==> config.mk <==
export PLATFORM = sky130hd
export DESIGN_NAME = evt_dma_chan
export DESIGN_NICKNAME = d
export VERILOG_FILES = /design/src/rtl/evt_dma_pkg.sv /design/src/rtl/evt_dma_regs.sv /design/src/rtl/evt_dma_evq.sv /design/src/rtl/evt_dma_mover.sv /design/src/rtl/evt_dma_chan.sv
export SDC_FILE = /design/constraint.sdc
export NUM_CORES = 1
export LEC_CHECK = 0
export ABC_AREA = 1
export ABC_CLOCK_PERIOD_IN_PS = 4650
export BUFFER_PORTS_ARGS = -buffer_cell sky130_fd_sc_hd__buf_2
export CORE_MARGIN = 4
export CORE_UTILIZATION = 25
export CTS_BUF_LIST = sky130_fd_sc_hd__clkbuf_4
export DETAILED_ROUTE_END_ITERATION = 6
export PLACE_DENSITY = 0.49
export REMOVE_ABC_BUFFERS = 1
export SLEW_MARGIN = 25
export SYNTH_ARGS = -nofsm -noshare
export SYNTH_HDL_FRONTEND = slang
export SYNTH_SLANG_ARGS = --single-unit
==> constraint.sdc <==
create_clock -name clk -period 4.65 [get_ports clk]
set_input_delay 0.2325 -clock clk [delete_from_list [all_inputs] [get_ports clk]]
set_output_delay 0.2325 -clock clk [all_outputs]
set_load 0.02 [all_outputs]
==> src/rtl/evt_dma_pkg.sv <==
package evt_dma_pkg;
  localparam int ADDR_W = 16;
  localparam int CNT_W  = 16;
  localparam int STR_W  = 16;
  localparam int CODE_W = 6;
  localparam int REG_W  = 32;
  localparam int RSEL_W = 3;

  typedef logic [ADDR_W-1:0] addr_t;
  typedef logic [CNT_W-1:0]  cnt_t;
  typedef logic [STR_W-1:0]  str_t;

  localparam logic [RSEL_W-1:0] RG_SRC  = 3'd0;
  localparam logic [RSEL_W-1:0] RG_DST  = 3'd1;
  localparam logic [RSEL_W-1:0] RG_AB   = 3'd2;
  localparam logic [RSEL_W-1:0] RG_CRL  = 3'd3;
  localparam logic [RSEL_W-1:0] RG_BSTR = 3'd4;
  localparam logic [RSEL_W-1:0] RG_CSTR = 3'd5;
  localparam logic [RSEL_W-1:0] RG_LOPT = 3'd6;

  typedef enum logic [1:0] {MV_IDLE, MV_BUSY, MV_TAIL} mv_state_e;

  // address plus a signed stride, wrapping at the address width
  function automatic addr_t step_addr(input addr_t a, input str_t s);
    logic signed [ADDR_W+STR_W-1:0] ext;
    ext = $signed(s);
    return a + ext[ADDR_W-1:0];
  endfunction

  // address of byte k inside the current array
  function automatic addr_t byte_addr(input addr_t base, input cnt_t k);
    logic [ADDR_W+CNT_W-1:0] sum;
    sum = {{CNT_W{1'b0}}, base} + {{ADDR_W{1'b0}}, k};
    return sum[ADDR_W-1:0];
  endfunction
endpackage

==> src/rtl/evt_dma_regs.sv <==
module evt_dma_regs
  import evt_dma_pkg::*;
(
  input  logic              clk,
  input  logic              rst_n,
  input  logic              cfg_we,
  input  logic [RSEL_W-1:0] cfg_addr,
  input  logic [REG_W-1:0]  cfg_wdata,
  output logic [REG_W-1:0]  cfg_rdata,
  input  logic              array_done,
  output logic              rearm,
  output addr_t             src,
  output addr_t             dst,
  output cnt_t              acnt,
  output cnt_t              bcnt,
  output cnt_t              ccnt,
  output logic              frame_end,
  output logic              xfer_end,
  output logic              done_pulse,
  output logic [CODE_W-1:0] done_code
);
  localparam int HALF = REG_W / 2;

  cnt_t brel;
  str_t sb_str, db_str, sc_str, dc_str;
  logic [HALF-1:0] link_w, opt_w;

  assign frame_end = array_done && (bcnt <= cnt_t'(1));
  assign xfer_end  = frame_end && (ccnt == cnt_t'(1));
  assign rearm     = cfg_we && (cfg_addr == RG_CRL);

  always_ff @(posedge clk or negedge rst_n) begin
    if (!rst_n) begin
      src <= '0; dst <= '0; acnt <= '0; bcnt <= '0; ccnt <= '0; brel <= '0;
      sb_str <= '0; db_str <= '0; sc_str <= '0; dc_str <= '0;
      link_w <= '1; opt_w <= '0;
    end else if (cfg_we) begin
      case (cfg_addr)
        RG_SRC:  src <= cfg_wdata[ADDR_W-1:0];
        RG_DST:  dst <= cfg_wdata[ADDR_W-1:0];
        RG_AB:   begin acnt <= cfg_wdata[CNT_W-1:0]; bcnt <= cfg_wdata[HALF+CNT_W-1:HALF]; end
        RG_CRL:  begin ccnt <= cfg_wdata[CNT_W-1:0]; brel <= cfg_wdata[HALF+CNT_W-1:HALF]; end
        RG_BSTR: begin sb_str <= cfg_wdata[STR_W-1:0]; db_str <= cfg_wdata[HALF+STR_W-1:HALF]; end
        RG_CSTR: begin sc_str <= cfg_wdata[STR_W-1:0]; dc_str <= cfg_wdata[HALF+STR_W-1:HALF]; end
        RG_LOPT: begin opt_w <= cfg_wdata[HALF-1:0]; link_w <= cfg_wdata[REG_W-1:HALF]; end
        default: ;
      endcase
    end else if (array_done) begin
      if (frame_end) begin
        bcnt <= brel;
        ccnt <= ccnt - cnt_t'(1);
        src  <= step_addr(src, sc_str);
        dst  <= step_addr(dst, dc_str);
      end else begin
        bcnt <= bcnt - cnt_t'(1);
        src  <= step_addr(src, sb_str);
        dst  <= step_addr(dst, db_str);
      end
    end
  end

  always_ff @(posedge clk or negedge rst_n) begin
    if (!rst_n) begin
      done_pulse <= 1'b0;
      done_code  <= '0;
    end else begin
      done_pulse <= xfer_end;
      if (xfer_end) done_code <= opt_w[CODE_W-1:0];
    end
  end

  always_comb begin
    cfg_rdata = '0;
    case (cfg_addr)
      RG_SRC:  cfg_rdata = REG_W'(src);
      RG_DST:  cfg_rdata = REG_W'(dst);
      RG_AB:   cfg_rdata = {HALF'(bcnt), HALF'(acnt)};
      RG_CRL:  cfg_rdata = {HALF'(brel), HALF'(ccnt)};
      RG_BSTR: cfg_rdata = {HALF'(db_str), HALF'(sb_str)};
      RG_CSTR: cfg_rdata = {HALF'(dc_str), HALF'(sc_str)};
      RG_LOPT: cfg_rdata = {link_w, opt_w};
      default: cfg_rdata = '0;
    endcase
  end
endmodule

==> src/rtl/evt_dma_evq.sv <==
module evt_dma_evq #(
  parameter int DEPTH  = 4,
  localparam int PCNT_W = $clog2(DEPTH + 1)
) (
  input  logic              clk,
  input  logic              rst_n,
  input  logic              evt,
  input  logic              can_serve,
  input  logic              take,
  input  logic              flush,
  input  logic              clear,
  output logic [PCNT_W-1:0] pend,
  output logic              pend_nz,
  output logic              missed
);
  logic accept, miss_now;

  assign accept   = evt && can_serve && (pend < PCNT_W'(DEPTH));
  assign miss_now = (evt && !accept) || (flush && ((pend != '0) || accept));
  assign pend_nz  = (pend != '0);

  always_ff @(posedge clk or negedge rst_n) begin
    if (!rst_n) begin
      pend   <= '0;
      missed <= 1'b0;
    end else begin
      if (clear || flush) pend <= '0;
      else                pend <= pend + PCNT_W'(accept) - PCNT_W'(take);
      if (clear)         missed <= 1'b0;
      else if (miss_now) missed <= 1'b1;
    end
  end
endmodule

==> src/rtl/evt_dma_mover.sv <==
module evt_dma_mover
  import evt_dma_pkg::*;
(
  input  logic  clk,
  input  logic  rst_n,
  input  logic  go,
  input  addr_t src,
  input  addr_t dst,
  input  cnt_t  acnt,
  output logic  take,
  output logic  busy,
  output logic  rd_en,
  output addr_t rd_addr,
  output logic  wr_en,
  output addr_t wr_addr,
  output logic  array_done
);
  mv_state_e st;
  cnt_t      idx;
  logic      last_byte;

  assign last_byte  = (idx + cnt_t'(1)) >= acnt;
  assign take       = (st == MV_IDLE) && go;
  assign busy       = (st != MV_IDLE);
  assign rd_en      = (st == MV_BUSY);
  assign rd_addr    = byte_addr(src, idx);
  assign array_done = (st == MV_TAIL);

  always_ff @(posedge clk or negedge rst_n) begin
    if (!rst_n) begin
      st      <= MV_IDLE;
      idx     <= '0;
      wr_en   <= 1'b0;
      wr_addr <= '0;
    end else begin
      wr_en <= (st == MV_BUSY);
      if (st == MV_BUSY) wr_addr <= byte_addr(dst, idx);
      case (st)
        MV_IDLE: if (go) begin st <= MV_BUSY; idx <= '0; end
        MV_BUSY: if (last_byte) st <= MV_TAIL;
                 else idx <= idx + cnt_t'(1);
        default: st <= MV_IDLE;
      endcase
    end
  end
endmodule

==> src/rtl/evt_dma_chan.sv <==
module evt_dma_chan
  import evt_dma_pkg::*;
#(
  parameter int PEND_DEPTH = 4
) (
  input  logic              clk,
  input  logic              rst_n,
  input  logic              cfg_we,
  input  logic [RSEL_W-1:0] cfg_addr,
  input  logic [REG_W-1:0]  cfg_wdata,
  output logic [REG_W-1:0]  cfg_rdata,
  input  logic              dma_evt,
  output logic              rd_en,
  output logic [ADDR_W-1:0] rd_addr,
  input  logic [7:0]        rd_data,
  output logic              wr_en,
  output logic [ADDR_W-1:0] wr_addr,
  output logic [7:0]        wr_data,
  output logic              done_pulse,
  output logic [CODE_W-1:0] done_code,
  output logic              evt_missed
);
  localparam int PCNT_W = $clog2(PEND_DEPTH + 1);

  addr_t src, dst;
  cnt_t  acnt, bcnt, ccnt;
  logic  array_done, frame_end, xfer_end, rearm;
  logic  take, busy, pend_nz, go, live;
  logic [PCNT_W-1:0] pend;

  assign live    = (ccnt != '0);
  assign go      = pend_nz && live;
  assign wr_data = rd_data;

  evt_dma_regs u_regs (
    .clk(clk), .rst_n(rst_n), .cfg_we(cfg_we), .cfg_addr(cfg_addr),
    .cfg_wdata(cfg_wdata), .cfg_rdata(cfg_rdata), .array_done(array_done),
    .rearm(rearm), .src(src), .dst(dst), .acnt(acnt), .bcnt(bcnt), .ccnt(ccnt),
    .frame_end(frame_end), .xfer_end(xfer_end), .done_pulse(done_pulse),
    .done_code(done_code)
  );

  evt_dma_evq #(.DEPTH(PEND_DEPTH)) u_evq (
    .clk(clk), .rst_n(rst_n), .evt(dma_evt), .can_serve(live), .take(take),
    .flush(xfer_end), .clear(rearm), .pend(pend), .pend_nz(pend_nz),
    .missed(evt_missed)
  );

  evt_dma_mover u_mv (
    .clk(clk), .rst_n(rst_n), .go(go), .src(src), .dst(dst), .acnt(acnt),
    .take(take), .busy(busy), .rd_en(rd_en), .rd_addr(rd_addr),
    .wr_en(wr_en), .wr_addr(wr_addr), .array_done(array_done)
  );
endmodule

==> impl_metrics.ini <==
[outcome]
status = complete, no violations

[clock_network]
post-cts-setup-buffers = 0
numCtsBuffers = 73
cts_tree = yes
ctsLongestPathBuffers = 3
clkTransAtPathRegs_ns = 0.06
cts_resized = 0
clkSinkCount = 238
insertion_delay_ns = 0.80
ctsHoldBuffers = 37
clock-root-buffer = clkbuf_4
cts_htree_levels = 3

[routing]
via_per_inst = 4.89
vias = 15500
drt_iter0_drc = 1265
drc = 0
first_pass_iters = 5
antenna_left = 0
wirelength_mm = 61.1
routedWlPerCell_um = 19.2

[sta]
final_hold_viol_count = 0
max_freq_mhz = 277
post-route-period-util_pct = 77.6
relSlewSlack_pct = 32.3
tns_ns = 0
finClkSkew_ns = 0.0501
finalSetupViolations = 0
fin_crit_ns = 3.61
rsz0062_at_grt = no
tightest_slew_ns = 1.01
slew_viol_final = 0

[setup_path]
arrival_ns = 3.37
critPathKind = flop to output pin
max_stage_delay_ns = 0.56
crit_required_ns = 4.42
cpMostUsedCell = nand2_1
worst-path-max-fanout = 5
worstSetupStartpointType = flop
path_delay_family = compound AO/OA/AOI/OAI gates
end_kind = output pin
crit_chain = inv_1, fa_1, o21ai_0, a21oi_1, inv_1, nand2_1, nand2_1, nand2_1, nand2_1, xor2_1, buf_2
cpMaxStageDelayCell = dfrtp_1
path_buf_inv = 3

[yosys]
yosysSeqAreaShare_pct = 38.1
synth-edff-count = 0
synth_cell_types = 53
async_reset_ff_share_pct = 100
synth_warnings = 0
synth_ff_type = dfrtp_1
synth_cells = 2121
ys_seq_elements = 238
netlist_area_um2 = 15700
syn_area_per_cell_um2 = 7.39

[finish]
multi_input_area_um2 = 8340
final_common_cell = nand2_1
seqCellArea_um2 = 5980
num-fill-cells = 6739
drive_above_1_share_pct = 13.6
finalNonFillerCells = 3177
synthToLayoutAreaGrowth_pct = 17.3
final_cell_mix = 544 x nand2_1, 246 x inv_1, 244 x o21ai_0
nNetsFinal = 2418

[place]
place_inst = 3005
dp_hpwl_mm = 44.8
gp_congestion = 0.879
portBuffers = 112

[run]
cap_violations = 0

[floorplanning]
die_x_um = 258
fp.dieH_um = 258
coreArea_um2 = 61800
io_pins = 129
fp-row-count = 91
initial_core_util_pct = 25.3
dieArea_um2 = 66700

[global_routing]
grt_max_degree = 77
grt_pass1_vias = 15400
grt_remaining_overflow = 0
grt_first_pass_wirelength_mm = 93.8
track_usage_pct = 18.1
antenna_found_initial = 2

[min_path]
min_path_type = input pin to flop

[pwr]
p_per_area_nw_per_um2 = 495
p_leak_nw = 9.11
worst_ir_drop_vdd_v = 0.000187
p_total_mw = 9.10
## cells by family (layout without fill, tap and decap cells)
family / after synthesis / in the layout / synth area share, %
AOI/OAI and AO/OA: 502 / 502 / 18.2
xor gates and xnor gates: 50 / 50 / 2.79
adders and majority gates: 90 / 90 / 7.43
buffers and inverters: 337 / 552 / 8.73
DFF: 238 / 238 / 38.1
other: 0 / 4 / 0
and+or+nand+nor: 904 / 904 / 24.7
## power by group
part / switching (mW) / total, mW / internal (mW)
clock network: 1.02 / 2.16 / 1.15
logic: 2.50 / 3.81 / 1.31
registers: 0.560 / 3.13 / 2.57
total: 4.07 / 9.10 / 5.03
## final timing paths
| path | start | end | slack, ns | cells past startpoint |
|---|---|---|---|---|
| setup / recovery | u_regs.src[1] | rd_addr[12] | 1.04 | 11 |
| hold / removal | cfg_wdata[24] | u_regs.brel[8] | 0.19 | 4 |
| setup reg to reg | u_regs.bcnt[0] | u_regs.src[10] | 1.19 | 17 |
| hold reg to reg | u_regs.done_code[3] | u_regs.done_code[3] | 0.47 | 2 |
| max in group asynchronous | rst_n | u_regs.dst[6] | 2.49 | 4 |
| min in group asynchronous | rst_n | u_mv.wr_addr[14] | 0.55 | 3 |
## synth_stat cells, types with 16 or more instances
library cell  instances  area, µm²
nand4_1              17        106
o22ai_1              19        119
xor2_1               37        324
nand3_1             108        541
a21oi_1             116        581
a221oi_1             29        254
dfrtp_1             222       5560
a31oi_1              28        175
dfstp_2              16        420
nand2_1             547       2050
buf_2                25        125
inv_1               246        923
clkbuf_1             42        158
o21ai_0             244       1220
nor3_1               22        110
ha_1                 85       1060
nor2_1              157        589
## worst register-to-register path, stage by stage, from the launching register on
cell	delay, ns
dfrtp_1	0.41
inv_1	0.13
ha_1	0.24
inv_1	0.08
nand2_1	0.09
inv_1	0.07
nor2_4	0.15
nand2_4	0.17
buf_4	0.30
o21ai_0	0.33
ha_1	0.30
nand2_1	0.15
nor2_1	0.07
nor2_1	0.23
nand3_1	0.20
xor2_1	0.23
nand2_1	0.08
a21oi_1	0.13
## routing by layer
| layer | GRT usage, % | routed length [µm] |
|---|---|---|
| met5 | 0 | 0 |
| met4 | 5.80 | 1840 |
| met3 | 3.04 | 3210 |
| met2 | 29.6 | 28300 |
| met1 | 24.5 | 27800 |
## stage by stage
stage | hold WS (ns) | utilization (%) | instance area, µm² | setup slack, ns
CTS | 0.105 | 29.7 | 18300 | 0.958
global route | 0.165 | 29.7 | 18400 | 0.785
detailed placement | 0.269 | 27.6 | 17000 | 1.25
finish | 0.192 | 29.7 | 18400 | 1.04
global placement | 0.270 | 27.6 | 17000 | 1.30
floorplan | -0.0631 | - | 15300 | 1.67
## layout make-up
class	count	area share [%]
Clock buffer	112	4.57
Tap cell	837	5.70
Sequential cell	238	32.5
Clock inverter	18	0.551
Inverter	254	5.21
Multi-Input combinational cell	1546	45.3
Timing Repair Buffer	168	6.07
Antenna cell	4	0.0544
Note: power is estimated with default switching activity, not from simulation.
